<file path="config.mk">
export PLATFORM = sky130hd
export DESIGN_NAME = pwm6_gen
export DESIGN_NICKNAME = d
export VERILOG_FILES = /design/src/rtl/pwm6_pkg.sv /design/src/rtl/pwm6_period_ctr.sv /design/src/rtl/pwm6_duty_sel.sv /design/src/rtl/pwm6_compare.sv /design/src/rtl/pwm6_gen.sv
export SDC_FILE = /design/constraint.sdc
export NUM_CORES = 1
export LEC_CHECK = 0
export BUFFER_PORTS_ARGS = -buffer_cell sky130_fd_sc_hd__buf_2
export CORE_MARGIN = 2
export CORE_UTILIZATION = 45
export DETAILED_ROUTE_END_ITERATION = 10
export GPL_TIMING_DRIVEN = 1
export PLACE_DENSITY = 0.68
export SETUP_SLACK_MARGIN = 0.5
export SYNTH_ARGS = -nofsm -noshare
export SYNTH_HDL_FRONTEND = slang
export SYNTH_SLANG_ARGS = --single-unit
</file>
<file path="constraint.sdc">
create_clock -name clk -period 2.7 [get_ports clk]
set_input_delay 0 -clock clk [delete_from_list [all_inputs] [get_ports clk]]
set_output_delay 0 -clock clk [all_outputs]
set_load 0.005 [all_outputs]
</file>
<file path="src/rtl/pwm6_pkg.sv">
package pwm6_pkg;
  localparam int unsigned PER_BITS   = 8;
  localparam int unsigned CODE_BITS  = 6;
  localparam int unsigned STEP_SHIFT = PER_BITS - CODE_BITS;
  localparam int unsigned N_PHASE    = 3;
  typedef logic [PER_BITS-1:0]  pos_t;
  typedef logic [CODE_BITS-1:0] code_t;
endpackage

</file>
<file path="src/rtl/pwm6_period_ctr.sv">
module pwm6_period_ctr
  import pwm6_pkg::*;
(
  input  logic clk,
  input  logic rst_n,
  output pos_t pos,
  output logic last
);
  always_ff @(posedge clk) begin
    if (!rst_n) pos <= '0;
    else        pos <= pos + 1'b1;
  end

  assign last = (pos == {PER_BITS{1'b1}});
endmodule

</file>
<file path="src/rtl/pwm6_duty_sel.sv">
module pwm6_duty_sel
  import pwm6_pkg::*;
(
  input  logic  clk,
  input  logic  rst_n,
  input  logic  load,
  input  code_t code_in,
  input  logic  under,
  input  logic  over,
  output code_t code_q
);
  code_t eff;

  always_comb begin
    if (under)     eff = '0;
    else if (over) eff = {CODE_BITS{1'b1}};
    else           eff = code_in;
  end

  always_ff @(posedge clk) begin
    if (!rst_n)    code_q <= '0;
    else if (load) code_q <= eff;
  end
endmodule

</file>
<file path="src/rtl/pwm6_compare.sv">
module pwm6_compare
  import pwm6_pkg::*;
(
  input  logic  clk,
  input  logic  rst_n,
  input  pos_t  pos,
  input  code_t code_q,
  output logic  pwm,
  output logic  fall_stb
);
  pos_t thresh;
  logic pwm_d;

  assign thresh   = {code_q, {STEP_SHIFT{1'b0}}};
  assign pwm      = (pos < thresh);
  assign fall_stb = pwm_d & ~pwm;

  always_ff @(posedge clk) begin
    if (!rst_n) pwm_d <= 1'b0;
    else        pwm_d <= pwm;
  end
endmodule

</file>
<file path="src/rtl/pwm6_gen.sv">
module pwm6_gen
  import pwm6_pkg::*;
(
  input  logic                clk,
  input  logic                rst_n,
  input  logic [5:0]          duty_code,
  input  logic                below_low,
  input  logic                above_high,
  input  logic                overcurrent,
  input  logic [2:0]          phase_hi_en,
  input  logic [2:0]          phase_lo_en,
  output logic [2:0]          bridge_hi,
  output logic [2:0]          bridge_lo,
  output logic                duty_mon,
  output logic                sample_stb
);
  pos_t  pos;
  logic  last;
  code_t code_q;
  logic  pwm;
  logic  live;

  pwm6_period_ctr u_ctr (
    .clk  (clk),
    .rst_n(rst_n),
    .pos  (pos),
    .last (last)
  );

  pwm6_duty_sel u_sel (
    .clk    (clk),
    .rst_n  (rst_n),
    .load   (last),
    .code_in(duty_code),
    .under  (below_low),
    .over   (above_high),
    .code_q (code_q)
  );

  pwm6_compare u_cmp (
    .clk     (clk),
    .rst_n   (rst_n),
    .pos     (pos),
    .code_q  (code_q),
    .pwm     (pwm),
    .fall_stb(sample_stb)
  );

  assign live     = pwm & ~overcurrent;
  assign duty_mon = live;

  for (genvar i = 0; i < N_PHASE; i++) begin : g_phase
    assign bridge_hi[i] = phase_hi_en[i] & live;
    assign bridge_lo[i] = phase_lo_en[i] & live;
  end
endmodule

</file>
**Yosys cells after proc, flatten, opt, wreduce, memory -nomap -nowiden**

Index checks and enable logic that the tools add are counted.

- Add/sub/neg operators: 1
- $lt $le $gt $ge: 1
- Equality and inequality tests: 1
- Muxes and demuxes: 2
- Bitwise operators: 10

Operator list:

| operator | count |
|---|---|
| 2-to-1 mux 6 bit | 2 |
| adder 8 x 1 -> 8 bit, second input constant | 1 |
| AND 1 bit | 8 |
| == test 8 bit, second input constant | 1 |
| < comparator 8 bit | 1 |
| inverter 1 bit | 2 |

- Bits in registers: 15
- Output and inout port bits: 8
- Logic and storage cells: 18

**Longest topological paths before layout**

- Depth in word-level cells: 3
- Mapped depth: 5

**Hierarchy**

Synthesis repeated with hierarchy kept, for this count alone.

- Cell total of the unflattened synthesis: 98
- Area, all modules: 825.8 µm²

Modules (own cells, without submodules):

| module | times used | cells an instance | area each (µm²) |
|---|---|---|---|
| pwm6_period_ctr | 1 | 34 | 324.1 |
| pwm6_duty_sel | 1 | 31 | 249.0 |
| pwm6_compare | 1 | 26 | 193.9 |
| pwm6_gen | 1 | 7 | 58.8 |

**Worst setup path after synthesis**

Ideal clock, no wire load.

- Path kind: register to register
- From: register u_ctr.pos[0]
- To: register u_sel.code_q[3]
- Setup time: 70 ps
- Arrival: 1394 ps
- Data required time: 2630 ps
- Setup slack: 1236 ps
- Cell stages (with the launch flop): 6
- Clock period less this slack: 1464 ps
- Cell sequence: dfxtp_1 > ha_1 > nand3_1 > clkbuf_1 > or4_1 > a21boi_1

- Longest elaborated chain between the ends: 1

Ends and longest elaborated chain:

| what | line | text |
|---|---|---|
| from (decl) | pwm6_period_ctr.sv:6 | `output pos_t pos,` |
| from (signal assigned) | pwm6_period_ctr.sv:11 | `else pos <= pos + 1'b1;` |
| == test 8 bit | pwm6_period_ctr.sv:14 | `assign last = (pos == {PER_BITS{1'b1}});` |
| to (signal assigned) | pwm6_duty_sel.sv:21 | `if (!rst_n) code_q <= '0;` |
| to (signal assigned) | pwm6_duty_sel.sv:22 | `else if (load) code_q <= eff;` |
| to (decl) | pwm6_duty_sel.sv:10 | `output code_t code_q` |

Every way passes these cells.
A chain may end at the register's enable or synchronous reset.

**Final worst setup path**

- From: register u_sel.code_q[5]
- To: output port bridge_lo[0]

- Longest elaborated chain between the ends: 3

Ends and longest elaborated chain:

| what | line | text |
|---|---|---|
| < comparator 8 bit | pwm6_compare.sv:15 | `assign pwm = (pos < thresh);` |
| AND 1 bit | pwm6_gen.sv:49 | `assign live = pwm & ~overcurrent;` |
| AND 1 bit | pwm6_gen.sv:54 | `assign bridge_lo[i] = phase_lo_en[i] & live;` |
| to (decl) | pwm6_gen.sv:13 | `output logic [2:0] bridge_lo,` |

Every way passes these cells.

==> impl_metrics.csv <==
group,metric,value,unit
worst_setup_path,start_kind,"flop",
timing,fin_crit,1.89,ns
worst_setup_path,arrival,1.89,ns
layout,area_growth,18.0,%
pwr,total_power,384,uW
timing,worst_pin_slew,0.596,ns
pwr,swShare,22.4,%
pwr,p_per_area,365,nW/um^2
synth,ys_types,26,
synth,ys_warn_count,0,
clock_network,cts_tree,"done",
layout,fillers,208,
synth,synthTopCellsByArea,"dfxtp_1 (34%), ha_1 (8.4%), a211oi_1 (5.9%)",
synth,syn_area_per_cell,8.50,sq um
timing,finalCritPeriodShare,70.2,%
worst_setup_path,cp-endpoint,"bridge_lo[0]",
placed_design,hpwl,1.36,mm
clock_network,cts_buffers,3,
timing,tns,0,ns
pwr,p_sw,86.0,uW
synth,synth_nets,128,
worst_setup_path,required,2.70,ns
synth,synth_edf_count,0,
worst_setup_path,reg2regPathDepth,4,
global_route,grt_pass1_vias,728,
clock_network,cts_buffer_depth,2,
synth,synthTopCellsByCount,"dfxtp_1 (15), o21ai_0 (9), nor2_1 (8)",
timing,fmaxAchievable,528,MHz
layout,nNetsFinal,153,
clock_network,cts_setup_buffers,0,
drt,postRouteAntennaNets,0,
pwr,seqPwrFrac,59.5,%
floorplan,ios,25,
floorplan,initial_core_util,46.4,%
pwr,comb_power_share,8.1,%
worst_setup_path,rr_startpoint,"u_ctr.pos[0]",
run,drv_cap,0,
outcome,run_status,"completed",
layout,diodes,0,
drt,drc_errors,0,
timing,slew-limit-headroom,60.1,%
synth,ys_ff_latch,15,
layout,multi_input_area,552,sq um
worst_setup_path,reg2reg_to,"u_sel.code_q[5]",
synth,async_reset_ff_share,0,%
drt,num_vias,844,
min_path,hp-class,"input pin to flop",
synth,synthMostInstantiatedCell,"dfxtp_1",
synth,synth-main-ff-cell,"dfxtp_1",
timing,skew,0.00622,ns
synth,yosysSeqAreaShare,33.7,%
drt,wl_per_cell,11.4,microns
placed_design,io_buffers,24,
clock_network,htree_levels,1,
worst_setup_path,regToRegSetupSlack,1.05,ns
drt,first_pass_iters,4,
worst_setup_path,startpoint,"u_sel.code_q[5]",
drt,routed_wl,1.78,mm
pwr,p_clk_share,32.4,%
clock_network,cts_root_buffer,"clkbuf_4",
clock_network,clock_latency,0.28,ns
placed_design,place_congestion,0.829,
drt,drt_iter0_drc,11,
clock_network,cts.sinks,15,
floorplan,die_w,48.5,microns
global_route,antenna_found_initial,0,
timing,setup_viol,0,
floorplan,dieArea,2350,sq um
worst_setup_path,crit_path_end_kind,"output pin",
pwr,leakage,0.000434,uW
pwr,p_int,298,uW
worst_setup_path,worstSetupPathType,"flop to output pin",
timing,hold_viol_final,0,
synth,synth_top_cell_by_area,"dfxtp_1",
global_route,grt_use_total,16.6,%
timing,rsz0062_at_grt,"false",
synth,synthDominantCellAreaShare,33.7,%
clock_network,clkSlewWorstSetupHoldPaths,0.09,ns
floorplan,die_h,48.5,microns
pwr,vdd_drop_max,257,uV
timing,final_max_slew_viol_count,0,
global_route,grt_overflow,0,
global_route,grt_first_pass_wirelength,3.13,mm
layout,drive_gt1_share,23.3,%
floorplan,fp-row-count,16,
drt,drt-vias-per-instance,5.41,
synth,syn_inst,105,
global_route,grt_max_degree,16,
floorplan,coreArea,1920,sq um
layout,ff_latch_area,300,sq um
synth,synthesis.area,892,sq um
worst_setup_path,critPathMaxFanout,7,
==> critical path, stage by stage, from the launching register on <==
cell	delay, ns
dfxtp_1	0.35
inv_1	0.05
ha_1	0.31
a21oi_1	0.45
nand3b_1	0.13
a211oi_1	0.19
buf_2	0.15
==> kinds of logic after synthesis <==
kind of cell,count (synthesis),synth area share (%)
AOI/OAI and AO/OA,32,24.3
DFF,15,33.7
xor gates and xnor gates,3,2.95
and+or+nand+nor,40,26.1
buffers and inverters,9,4.63
adders and majority gates,6,8.41
==> repair_timing <==
action,in CTS,in global routing
setup endpoints to repair,0,1
gates resized for setup,0,1
hold endpoints to repair,0,0
hold buffers,0,0
==> cell usage in the layout (no fill, tap or decap), types with 4 or more instances in the layout <==
cell,instances
or4_1,6
nand2_1,5
a21boi_1,5
buf_2,24
a21boi_0,4
a211oi_1,7
nor2_1,8
o21ai_0,9
nand3_1,5
and2_1,4
ha_1,6
inv_1,5
dfxtp_1,15
nand3b_1,6
==> power groups by stage <==
| stage | clock [uW] | sequential [uW] | combinational [uW] |
|---|---|---|---|
| after floorplan | 0 | 233 | 14.9 |
| after detailed placement | 0 | 234 | 31.0 |
| after CTS | 132 | 228 | 31.1 |
| after global routing | 147 | 229 | 35.2 |
| after global placement | 0 | 233 | 30.2 |
| final | 124 | 228 | 31.0 |
==> final cells by class <==
cell class,count,share of cell area [%]
multi-input combinational,81,52.4
clock buffer,3,2.14
sequential,15,28.5
timing repair buffer,24,11.4
clock inverter,1,0.476
tap,27,3.21
inverter,5,1.78
==> state kept, by name, indices dropped and copies added, names as in the netlist <==
signal,flops
u_cmp.pwm_d,1
u_ctr.pos,8
u_sel.code_q,6
==> worst min path at each step <==
stage	slack (ns)	end	startpoint	cells after the start
after global routing	0.03	u_sel.code_q[0]	below_low	3
after detailed placement	0.30	duty_mon	overcurrent	3
after CTS	0.02	u_sel.code_q[1]	below_low	3
final	0.03	u_sel.code_q[1]	below_low	3
after floorplan	0.04	duty_mon	overcurrent	1
after global placement	0.30	duty_mon	overcurrent	3
==> layer usage <==
| layer | share of wire, % | wire length (microns) | global-route usage (%) |
|---|---|---|---|
| met1 | 50 | 886 | 22.7 |
| met4 | 0.51 | 9 | 7.14 |
| met3 | 3.2 | 57 | 2.78 |
| met5 | 0 | 0 | 0 |
| met2 | 46 | 825 | 25.9 |
==> through the flow <==
stage | instance area [sq um] | std cells | hold WS [ns] | util, % | worst slack [ns]
finish | 1050 | 156 | 0.0342 | 54.8 | 0.806
global route | 1050 | 156 | 0.0293 | 54.8 | 0.537
global placement | 1020 | 152 | 0.296 | 53.3 | 1.13
CTS | 1050 | 156 | 0.0217 | 54.7 | 0.773
detailed placement | 1020 | 152 | 0.302 | 53.3 | 1.06
floorplan | 892 | 105 | 0.0435 | - | 1.24
Note: power is estimated with default switching activity, not from simulation.
